**src/rtl/stuff_pkg.sv**
```systemverilog
package stuff_pkg;
   typedef enum logic [1:0] {
      VERDICT_NONE = 2'd0,
      VERDICT_POS  = 2'd1,
      VERDICT_NEG  = 2'd2
   } verdict_e;

   localparam int unsigned NUM_REFS = 2;
   localparam int unsigned REF_POS  = 0;
   localparam int unsigned REF_NEG  = 1;
endpackage

```
**src/rtl/stuff_seq_tracker.sv**
```systemverilog
module stuff_seq_tracker #(
   parameter int unsigned CODE_LEN = 21,
   parameter int unsigned IDX_W    = 5,
   parameter int unsigned WORD_W   = 6
) (
   input  logic              clk,
   input  logic              rst_n,
   input  logic              frame_start,
   input  logic              code_strobe,
   input  logic              word_strobe,
   output logic [IDX_W-1:0]  bit_idx,
   output logic              bit_take,
   output logic [WORD_W-1:0] word_idx
);
   localparam logic [IDX_W-1:0]  LAST_BIT = IDX_W'(CODE_LEN);
   localparam logic [WORD_W-1:0] WORD_MAX = '1;

   assign bit_take = code_strobe && !frame_start && (bit_idx < LAST_BIT);

   always_ff @(posedge clk or negedge rst_n) begin
      if (!rst_n) begin
         bit_idx  <= '0;
         word_idx <= '0;
      end else if (frame_start) begin
         bit_idx  <= '0;
         word_idx <= '0;
      end else begin
         if (bit_take) bit_idx <= bit_idx + 1'b1;
         if (word_strobe && word_idx != WORD_MAX) word_idx <= word_idx + 1'b1;
      end
   end
endmodule

```
**src/rtl/stuff_err_tally.sv**
```systemverilog
module stuff_err_tally #(
   parameter int unsigned CODE_LEN = 21,
   parameter int unsigned IDX_W    = 5,
   parameter int unsigned CNT_W    = 4,
   parameter logic [CODE_LEN-1:0] REF_CODE = '0
) (
   input  logic             clk,
   input  logic             rst_n,
   input  logic             clear,
   input  logic             take,
   input  logic [IDX_W-1:0] bit_idx,
   input  logic             code_bit,
   output logic [CNT_W-1:0] count
);
   localparam int unsigned EXT_LEN = 1 << IDX_W;
   localparam logic [EXT_LEN-1:0] REF_EXT = EXT_LEN'(REF_CODE);
   localparam logic [CNT_W-1:0]   CNT_MAX = '1;

   logic mismatch;
   assign mismatch = REF_EXT[bit_idx] ^ code_bit;

   always_ff @(posedge clk or negedge rst_n) begin
      if (!rst_n)                                  count <= '0;
      else if (clear)                              count <= '0;
      else if (take && mismatch && count != CNT_MAX) count <= count + 1'b1;
   end
endmodule

```
**src/rtl/stuff_verdict.sv**
```systemverilog
module stuff_verdict
   import stuff_pkg::*;
#(
   parameter int unsigned CNT_W  = 4,
   parameter int unsigned WORD_W = 6,
   parameter int unsigned THRESH = 8,
   parameter int unsigned SLOT   = 28
) (
   input  logic [CNT_W-1:0]  pos_cnt,
   input  logic [CNT_W-1:0]  neg_cnt,
   input  logic [WORD_W-1:0] word_idx,
   output logic              pos_stuff,
   output logic              neg_stuff
);
   localparam logic [CNT_W-1:0]  THR = CNT_W'(THRESH);
   localparam logic [WORD_W-1:0] SLT = WORD_W'(SLOT);

   verdict_e verdict;
   logic pos_ok, neg_ok;

   always_comb begin
      pos_ok  = pos_cnt < THR;
      neg_ok  = neg_cnt < THR;
      verdict = VERDICT_NONE;
      if (word_idx == SLT) begin
         if (pos_ok && (!neg_ok || pos_cnt < neg_cnt))      verdict = VERDICT_POS;
         else if (neg_ok && (!pos_ok || neg_cnt < pos_cnt)) verdict = VERDICT_NEG;
      end
   end

   assign pos_stuff = (verdict == VERDICT_POS);
   assign neg_stuff = (verdict == VERDICT_NEG);
endmodule

```
**src/rtl/stuff_cmd_decoder.sv**
```systemverilog
module stuff_cmd_decoder
   import stuff_pkg::*;
#(
   parameter int unsigned CODE_LEN = 21,
   parameter logic [CODE_LEN-1:0] POS_CODE = 21'h0F3A5C,
   parameter logic [CODE_LEN-1:0] NEG_CODE = ~POS_CODE,
   parameter int unsigned CNT_W    = 4,
   parameter int unsigned THRESH   = 8,
   parameter int unsigned WORD_W   = 6,
   parameter int unsigned SLOT     = 28
) (
   input  logic clk,
   input  logic rst_n,
   input  logic frame_start,
   input  logic code_strobe,
   input  logic code_bit,
   input  logic word_strobe,
   output logic pos_stuff,
   output logic neg_stuff
);
   localparam int unsigned IDX_W = $clog2(CODE_LEN + 1);

   if (CODE_LEN < 1) begin : g_bad_len
      $error("CODE_LEN must be at least 1");
   end
   if (THRESH < 1 || THRESH > (1 << CNT_W) - 1) begin : g_bad_thr
      $error("THRESH must fit below the tally saturation value");
   end
   if (SLOT > (1 << WORD_W) - 2) begin : g_bad_slot
      $error("SLOT must be representable below the word index limit");
   end

   logic [IDX_W-1:0]  bit_idx;
   logic              bit_take;
   logic [WORD_W-1:0] word_idx;
   logic [CNT_W-1:0]  err_cnt [NUM_REFS];

   stuff_seq_tracker #(
      .CODE_LEN(CODE_LEN), .IDX_W(IDX_W), .WORD_W(WORD_W)
   ) u_seq (
      .clk(clk), .rst_n(rst_n), .frame_start(frame_start),
      .code_strobe(code_strobe), .word_strobe(word_strobe),
      .bit_idx(bit_idx), .bit_take(bit_take), .word_idx(word_idx)
   );

   for (genvar r = 0; r < NUM_REFS; r++) begin : g_tally
      localparam logic [CODE_LEN-1:0] REF = (r == REF_POS) ? POS_CODE : NEG_CODE;
      stuff_err_tally #(
         .CODE_LEN(CODE_LEN), .IDX_W(IDX_W), .CNT_W(CNT_W), .REF_CODE(REF)
      ) u_tally (
         .clk(clk), .rst_n(rst_n), .clear(frame_start), .take(bit_take),
         .bit_idx(bit_idx), .code_bit(code_bit), .count(err_cnt[r])
      );
   end

   stuff_verdict #(
      .CNT_W(CNT_W), .WORD_W(WORD_W), .THRESH(THRESH), .SLOT(SLOT)
   ) u_verdict (
      .pos_cnt(err_cnt[REF_POS]), .neg_cnt(err_cnt[REF_NEG]),
      .word_idx(word_idx), .pos_stuff(pos_stuff), .neg_stuff(neg_stuff)
   );
endmodule

```
**config.mk**
```make
export PLATFORM = sky130hd
export DESIGN_NAME = stuff_cmd_decoder
export DESIGN_NICKNAME = d
export VERILOG_FILES = /design/src/rtl/stuff_pkg.sv /design/src/rtl/stuff_seq_tracker.sv /design/src/rtl/stuff_err_tally.sv /design/src/rtl/stuff_verdict.sv /design/src/rtl/stuff_cmd_decoder.sv
export SDC_FILE = /design/constraint.sdc
export NUM_CORES = 1
export LEC_CHECK = 0
export BUFFER_PORTS_ARGS = -buffer_cell sky130_fd_sc_hd__buf_2
export CAP_MARGIN = 20
export CORE_ASPECT_RATIO = 1.1
export CORE_MARGIN = 2
export CORE_UTILIZATION = 63
export CTS_BUF_LIST = sky130_fd_sc_hd__clkbuf_16
export DETAILED_ROUTE_END_ITERATION = 10
export PLACE_DENSITY = 0.78
export SYNTH_ARGS = -nofsm -noshare
export SYNTH_HDL_FRONTEND = slang
export SYNTH_SLANG_ARGS = --single-unit
export TNS_END_PERCENT = 1
```
**constraint.sdc**
```tcl
create_clock -name clk -period 3.1 [get_ports clk]
set_clock_uncertainty 0.15 [all_clocks]
set_input_delay 0.62 -clock clk [delete_from_list [all_inputs] [get_ports clk]]
set_output_delay 0.62 -clock clk [all_outputs]
set_load 0.02 [all_outputs]
```
======== Word level (Yosys, flattened, before mapping) ========
Memory sizes are Yosys's and may differ from the RTL's.
Cells that the tools add are included.
Widths: inputs -> output; s select.
word-level totals
  input port bits ......................... 6
  logic and storage cells ................. 55
  bits in latches ......................... 0
  output and inout port bits .............. 2
  memory bits (writable) .................. 0
  register bits ........................... 19
  memories kept ........................... 2
  bits in read-only memories .............. 64
operators by class
  muxes and demuxes ....................... 13
  magnitude comparators ................... 6
  reduce and logical (&&, ||, !) cells .... 18
  bitwise operators ....................... 2
  multipliers ............................. 0
  equality and inequality tests ........... 6
  add/subtract/negate cells ............... 4
  shifts and indexed selects .............. 0
  div/mod/pow operators ................... 0
memories
  memory            words  width  rd ports  clocked after memory_dff  write ports  line                   source
  (name not given)  32     1      1         0                         0            stuff_err_tally.sv:20  assign mismatch = REF_EXT[bit_idx] ^ code_bit;
  (name not given)  32     1      1         0                         0            stuff_err_tally.sv:20
operators with widths
  kind                 count
  $mux 4               4
  $mux 6               2
  $mux 5               2
  $logic_and 1x1->1    9
  $add 4x1->4 const B  2
  $lt 4x4->1           2
  $lt 4x4->1 const B   2
  $ne 4x4->1 const B   2
  $reduce_bool 2->1    4
  $add 6x1->6 const B  1
  $eq 6x5->1 const B   1
  $lt 5x6->1 const B   1
  $mux 2               3
  $ne 6x6->1 const B   1
  $add 5x1->5 const B  1
  $lt 5x5->1 const B   1
  $logic_not 1->1      3
  $eq 2x1->1 const B   1
  $eq 2x2->1 const B   1
  $logic_or 1x1->1     2
  $mux 1               2
  $xor 1x1->1          2

======== Logic depth before layout (Yosys ltp) ========
Gate-level depths: netlist (run 1).
  depth after elaboration ................. 8
  depth in mapped cells ................... 7
  mapped depth without buffers ............ 7

======== Hierarchy ========
A second synthesis (run 1) with hierarchy kept.
second synthesis, totals
  cells, all modules ...................... 139
  area total of the unflattened synthesis .. 1,351.3 µm²
by module, submodules not included
  module                                 sequential area each (µm²)  instances  area each (µm²)  cells each
  stuff_seq_tracker                      275.3                       1          558.0            54
  stuff_err_tally at g_tally[1].u_tally  100.1                       1          326.6            33
  stuff_err_tally at g_tally[0].u_tally  100.1                       1          312.8            32
  stuff_verdict                          0.0                         1          153.9            20

======== Least setup slack after synthesis (run 1) ========
Ideal clock, no wire load.
  path kind ............................... reg2out
  from .................................... reg g_tally[1].u_tally.count[1]
  to ...................................... out pos_stuff
  required time ........................... 2.330 ns
  stages on the path, launching flop included .. 8
  buffers on the path ..................... 0
  arrival ................................. 1.783 ns
  path slack .............................. 0.547 ns
  cells stage by stage .................... dfrtp_1 inv_1 ha_1 nor2b_1 o21a_1 o21a_1 o21ai_0 nor3b_1
on the way
  word-level cells in the longest chain between the ends .. 7
  elaborated cells on any way between the ends .. 12
  those cells by class .................... 3 x order compare; 1 x eq/ne; 3 x mux; 5 x reduce/logical
ends and longest elaborated chain
  what                                                          line                                      source
  start: declaration                                            stuff_err_tally.sv:13                     output logic [CNT_W-1:0] count
  start signal: assignment                                      stuff_err_tally.sv:25                     else if (take && mismatch && count != CNT_MAX) count <= count + 1'b1;
  $lt 4x4->1, on equally long branches                          stuff_verdict.sv:27, stuff_verdict.sv:23
  $logic_or 1x1->1 / $logic_not 1->1 (equally long branches)    stuff_verdict.sv:27, stuff_verdict.sv:26
  $logic_and 1x1->1 / $logic_or 1x1->1 (equally long branches)  stuff_verdict.sv:27, stuff_verdict.sv:26
  $mux 2 / $logic_and 1x1->1 (equally long branches)            stuff_verdict.sv:27, stuff_verdict.sv:26
  $mux 2 (*)                                                    stuff_verdict.sv:26                       if (pos_ok && (!neg_ok || pos_cnt < neg_cnt)) verdict = VERDICT_POS;
  $mux 2 (*)                                                    stuff_verdict.sv:25                       if (word_idx == SLT) begin
  $eq 2x1->1 (*)                                                stuff_verdict.sv:31                       assign pos_stuff = (verdict == VERDICT_POS);
  end: declaration                                              stuff_cmd_decoder.sv:18                   output logic pos_stuff,
Every way passes the cells marked *; elsewhere a longest branch is shown, timed or not.

======== Worst setup path after layout (run 1) ========
Ends and elaborated chain as after synthesis.

==> metrics.yaml, run 1 <==
global_route:
  antenna_found_initial: 0
  grt_usage: 0.254
  grt-ovfl-total: 0
  grt_max_degree: 20
  grt_pass1_wl_mm: 4.44
  grt_pass1_vias: 1007
setup_path:
  reg2reg_depth: 6
  reg2reg_to: "g_tally[1].u_tally.count[3]$_DFFE_PN0P_"
  r2r_setup_slack_ns: 0.83
  startpoint_type: "flip-flop"
  end_kind: "output pin"
  crit_type: "reg -> out"
  cp.required_ns: 2.33
  cp.arrival_ns: 2.00
  reg2reg_from: "u_seq.bit_idx[0]$_DFFE_PN0P_"
  critPathMaxFanout: 4
sta:
  rsz0062_at_grt: "false"
  hold_violations: 0
  setup_slack_ns: 0.329
  max_slew_margin: 0.560
  setup_viol: 0
  tightest_slew_ns: 0.653
  min_period_ns: 2.77
  whs_ns: 0.156
  finalCritPeriodShare: 0.894
  fmax_mhz: 361
  slew_violations: 0
  setup_tns_ns: 0
clocking:
  cts.repair.resized: 0
  cts_buffers: 3
  worstSkewPairLatency_ns: 0.25
  clockRootBuffer: "clkbuf_16"
  cts_htree_levels: 1
  clk_pin_slew_ns: 0.05
  cts_hold_buf: 0
  post_cts_buffers: 0
  clock_sinks: 19
  cts.path.max_buffers: 2
  cts_tree: "built"
placed_design:
  place_ws_ns: 0.636
  hpwl_mm: 1.86
  placement.io_buffers: 7
  gp_congestion: 0.856
pwr:
  powerDensity_nw_per_um2: 456
  pwr-share-comb: 0.160
  power_switching_mw: 0.160
  power_mw: 0.637
  clkPwrFrac: 0.402
  peakVddDrop_v: 0.000322
  switching_share: 0.251
  intPower_mw: 0.477
  seqPwrFrac: 0.438
  p_leak_nw: 0.659
run_status:
  status: "finished clean"
synthesis:
  syn-num-nets: 154
  synthTopCellsByArea: "dfrtp_1 (38%), ha_1 (9.9%), inv_1 (4.4%), nand4_1 (4.4%), mux2i_1 (3.9%)"
  synth_edf_count: 0
  avgSynthCellArea_um2: 9.18
  synth_seq_cells: 19
  synth.yosys.seq_area_share: 0.375
  yosysWarnings: 0
  ys.flop_type: "dfrtp_1"
  synthCells: 138
  netlist_top_cells_count: "dfrtp_1 (19), inv_1 (15), nand2_1 (11)"
  synth_largest_area_cell: "dfrtp_1"
  yosysMostFrequentCell: "dfrtp_1"
  async_reset_ff_frac: 1.00
  synth_cell_type_count: 41
  syn_area_um2: 1270
  synth_top_area_frac: 0.375
final_layout:
  regArea_um2: 475
  multiInputGateArea_um2: 716
  n_fill_cell: 166
  areaGrowthSynthToFinish_pct: 10.2
  nNetsFinal: 163
  num_antenna_cells: 0
  layout-drive-gt1-share: 0.103
floorplanning:
  design.die.area_um2: 2390
  fp.dieH_um: 51.0
  die_w_um: 46.8
  coreArea_um2: 1960
  rows: 17
  initial_core_util: 0.648
  ios: 8
detailed_routing:
  drc: 0
  avgViaCountPerCell: 6.16
  drt-initial-drc-count: 33
  vias: 1072
  drt-total-wl_mm: 2.51
  dr.pass1.iters: 4
  wire_per_inst_um: 14.4
  postRouteAntennaNets: 0
worst_hold_path:
  hold_path.class: "in -> async"
run:
  maxCapViolations: 0
[power by group through the flow]
stage,logic [mW],registers (mW),clock network (mW)
after detailed placement,0.101,0.282,0
final,0.102,0.279,0.256
after CTS,0.103,0.278,0.264
after global routing,0.118,0.281,0.274
after global placement,0.0942,0.281,0
after floorplan,0.0757,0.277,0
[registers in the layout, summed over array words and instances (netlist names)]
| name | count |
|---|---|
| u_seq.bit_idx | 5 |
| g_tally.u_tally.count | 8 |
| u_seq.word_idx | 6 |
[cells in the final DEF (no fill, tap or decap), drive strengths merged, types with 2 or more instances in the layout]
master / instances
dfrtp: 19
and3: 2
or2: 2
clkbuf: 3
o41ai: 2
xnor2: 2
nand4b: 2
nand2: 11
a21oi: 2
ha: 10
or4: 2
nor2b: 3
or3: 2
nand3: 4
o21ai: 7
mux2i: 5
nor2: 10
a211oi: 4
nand4: 9
inv: 16
xor2: 4
nor3: 2
o21a: 2
buf: 7
o311ai: 2
[critical path: stages (launching register included)]
cell and delay [ns]:
dfrtp_1 0.38, inv_1 0.05, ha_1 0.31, nor2b_1 0.16
o21a_1 0.16, o21a_1 0.17, o21ai_0 0.13, nor3b_1 0.19
buf_2 0.20
[metrics by stage]
stage	cell area, um^2	utilization	instances
floorplan	1270	-	138
finish	1400	0.714	174
detailed placement	1320	0.673	170
CTS	1400	0.714	174
global route	1400	0.714	174
global placement	1320	0.673	170
[worst max path at each step]
stage,start,end,slack (ns),cells after the start
after floorplan,g_tally[1].u_tally.count[1]$_DFFE_PN0P_,pos_stuff,0.55,7
after global placement,g_tally[1].u_tally.count[1]$_DFFE_PN0P_,pos_stuff,0.72,8
after detailed placement,g_tally[1].u_tally.count[1]$_DFFE_PN0P_,pos_stuff,0.64,8
after CTS,g_tally[1].u_tally.count[1]$_DFFE_PN0P_,pos_stuff,0.34,8
after global routing,g_tally[1].u_tally.count[1]$_DFFE_PN0P_,pos_stuff,0.12,8
final,g_tally[1].u_tally.count[1]$_DFFE_PN0P_,pos_stuff,0.33,8
[cell families after synthesis]
kind of cell / synth area share
simple gates: 0.240
compound gates: 0.136
flops: 0.375
buf+inv: 0.0602
fa+ha+maj: 0.0987
xor+xnor: 0.0415
mux: 0.0484
[routing by layer]
layer,track usage,share of wire,vias up
met4,0.0880,0.0099,0
met5,0,0,-
met2,0.418,0.52,25
met1,0.330,0.43,523
met3,0.0389,0.033,4
li1,-,-,520
[cell type report]
class                      count  share of cell area
clock buffer                   3              0.0538
tap                           28              0.0251
timing repair buffer           7              0.0251
sequential                    19               0.341
clock inverter                 1             0.00269
multi-input combinational    101               0.513
inverter                      15              0.0403
Power figures use the tool's default switching activity.
==> run 2: changes to the inputs <==
--- a/config.mk
+++ b/config.mk
@@ -6,13 +6,13 @@
 export NUM_CORES = 1
 export LEC_CHECK = 0
 export BUFFER_PORTS_ARGS = -buffer_cell sky130_fd_sc_hd__buf_2
-export CAP_MARGIN = 20
+export CAP_MARGIN = 15
 export CORE_ASPECT_RATIO = 1.1
 export CORE_MARGIN = 2
-export CORE_UTILIZATION = 63
-export CTS_BUF_LIST = sky130_fd_sc_hd__clkbuf_16
+export CORE_UTILIZATION = 67
+export CTS_BUF_LIST = sky130_fd_sc_hd__clkbuf_2 sky130_fd_sc_hd__clkbuf_4 sky130_fd_sc_hd__clkbuf_8
 export DETAILED_ROUTE_END_ITERATION = 10
-export PLACE_DENSITY = 0.78
+export PLACE_DENSITY = 0.83
 export SYNTH_ARGS = -nofsm -noshare
 export SYNTH_HDL_FRONTEND = slang
 export SYNTH_SLANG_ARGS = --single-unit
==> run 2 against run 1 <==
Against the previous run: maximum frequency is 2.2% lower; critical path depth did not move; via count shrank 2.0%; sequential share of layout area rose by 1.6 points; clock power down 48%; clock-buffer cell count unchanged; design area shrank 4.6%; setup slack got worse by 0.062 ns; non-clock buffer count is the same; register-to-register slack hardly changed; critical path type unchanged; largest power group unchanged.
==> metrics.yaml, run 2 (same netlist as run 1, synthesis figures left out) <==
final_layout:
  layout-drive-gt1-share: 0.110  # +0.00685
  largest_register: "g_tally.u_tally.count"
  largestRegisters: "g_tally.u_tally.count x8, u_seq.word_idx x6, u_seq.bit_idx x5"
  largest_reg_flops: 8  # unchanged
  areaGrowthSynthToFinish_pct: 5.13
  layout_commonest_cell: "dfrtp_1"
  num_antenna_cells: 0  # unchanged
  nNetsFinal: 163  # unchanged
  layout_common_cells: "dfrtp_1 (19), inv_1 (15), nand2_1 (11), nor2_1 (10), ha_1 (10)"
run_status:
  status: "finished clean"
sta:
  finalCritPeriodShare: 0.914  # +0.0200
  slew_violations: 0  # unchanged
  fmax_mhz: 353  # -2.2%
  max_slew_margin: 0.535  # -0.0257
  setup_tns_ns: 0  # unchanged
  min_period_ns: 2.83  # +0.0620 ns
  tightest_slew_ns: 0.692  # +0.0382 ns
  setup_viol: 0  # unchanged
  hold_violations: 0  # unchanged
  rsz0062_at_grt: "false"
floorplanning:
  rows: 16  # -1
  ios: 8  # unchanged
  initial_core_util: 0.711  # +0.0637
  design.die.area_um2: 2260  # -5.5%
  fp.dieH_um: 49.6  # -2.8%
  die_w_um: 45.5  # -2.8%
  coreArea_um2: 1780  # -9.0%
clocking:
  cts_hold_buf: 0  # unchanged
  post_cts_buffers: 0  # unchanged
  cts_tree: "built"
  cts_buffers: 3  # unchanged
  cts.repair.resized: 0  # unchanged
  cts.path.max_buffers: 2  # unchanged
  clockRootBuffer: "clkbuf_4"
  clock_sinks: 19  # unchanged
  clk_pin_slew_ns: 0.12  # +0.07 ns
  cts_htree_levels: 1  # unchanged
  worstSkewPairLatency_ns: 0.31  # +0.06 ns
global_route:
  grt_usage: 0.239  # -0.0150
  grt_use_met1: 0.331  # +0.000601
  grt_pass1_vias: 948  # -5.9%
  antenna_found_initial: 0  # unchanged
  grt_busiest_layer: "met2"
  use_met2: 0.366  # -0.0516
  met3_usage: 0.0256  # -0.0132
  grt-ovfl-total: 0  # unchanged
  grt_max_degree: 20  # unchanged
  grt_pass1_wl_mm: 4.00  # -10%
detailed_routing:
  dr.pass1.iters: 4  # unchanged
  wire_per_inst_um: 13.9  # -3.6%
  avgViaCountPerCell: 6.41  # +4.0%
  postRouteAntennaNets: 0  # unchanged
  drc: 0  # unchanged
  vias: 1051  # -2.0%
  drt-total-wl_mm: 2.28  # -9.2%
  drt-initial-drc-count: 12  # -64%
pwr:
  powerDensity_nw_per_um2: 382  # -16%
  clkPwrFrac: 0.260  # -0.142
  seqPwrFrac: 0.546  # +0.108
  intPower_mw: 0.353  # -26%
  power_mw: 0.509  # -20%
  power_switching_mw: 0.156  # -2.5%
  peakVddDrop_v: 0.000413  # +28%
  pwr-share-comb: 0.194  # +0.034
  p_leak_nw: 0.634  # -3.7%
  switching_share: 0.307  # +0.0554
placed_design:
  gp_congestion: 0.847  # -1.1%
  hpwl_mm: 1.71  # -8.2%
  placement.io_buffers: 7  # unchanged
setup_path:
  startpoint_type: "flip-flop"
  end_kind: "output pin"
  cp.arrival_ns: 2.06  # +0.06 ns
  crit_type: "reg -> out"
  cp.required_ns: 2.33  # about the same
  critPathMaxFanout: 4  # unchanged
worst_hold_path:
  hold_path.class: "in -> async"
run:
  maxCapViolations: 0  # unchanged
==> run 2: cell count changes in the layout (fill, tap and decap cells not counted) <==
cell / delta
clkbuf_16: -3
clkbuf_4: +3
clkinv_2: +1
inv_1: -1
==> run 2: worst max-delay path: stages, from the launching register on <==
cell     delay, ns
dfrtp_1       0.42
inv_1         0.06
ha_1          0.31
nor2b_1       0.14
o21a_1        0.16
o21a_1        0.17
o21ai_0       0.13
nor3b_1       0.18
buf_2         0.19
==> run 2: power groups by stage <==
stage               Combinational (mW)  Sequential, mW  Clock [mW]
floorplan                       0.0757           0.277           0
global placement                0.0942           0.281           0
detailed placement              0.0984           0.282           0
CTS                             0.0994           0.278       0.134
global route                     0.115           0.280       0.140
finish                          0.0989           0.278       0.132
==> run 2: metrics by stage <==
step	area (um^2)	hold slack (ns)	std cells	util	setup slack, ns
detailed placement	1310	0.390	160	0.732	0.657
global placement	1310	0.381	160	0.732	0.700
CTS	1330	0.0840	164	0.748	0.284
finish	1330	0.0753	164	0.748	0.267
floorplan	1270	0.174	138	-	0.547
global route	1330	0.117	164	0.748	0.0219
==> run 2: path summary, 6_finish.rpt <==
path,slack [ns],from,endpoint,cells past startpoint
setup / recovery,0.27,g_tally[1].u_tally.count[1]$_DFFE_PN0P_,pos_stuff,8
hold / removal,0.08,rst_n,g_tally[1].u_tally.count[1]$_DFFE_PN0P_,1
setup reg to reg,0.83,u_seq.bit_idx[0]$_DFFE_PN0P_,g_tally[1].u_tally.count[3]$_DFFE_PN0P_,6
hold reg to reg,0.40,g_tally[1].u_tally.count[3]$_DFFE_PN0P_,g_tally[1].u_tally.count[3]$_DFFE_PN0P_,1
max in group asynchronous,2.43,rst_n,u_seq.word_idx[4]$_DFFE_PN0P_,1
min in group clk,0.40,g_tally[1].u_tally.count[3]$_DFFE_PN0P_,g_tally[1].u_tally.count[3]$_DFFE_PN0P_,1
==> run 2: layout make-up <==
class                   instances  area (um^2)
clock buffers                   3         22.5
clock inverters                 1         5.00
fillers                       136          449
inverters                      15         56.3
multi-input cells             101          716
flip-flops and latches         19          475
well taps                      18         22.5
repair buffers                  7         35.0
==> run 2: routing by layer <==
layer,vias up,part of all wire
li1,518,-
met1,504,0.45
met2,23,0.50
met3,6,0.029
met4,0,0.018
met5,-,0
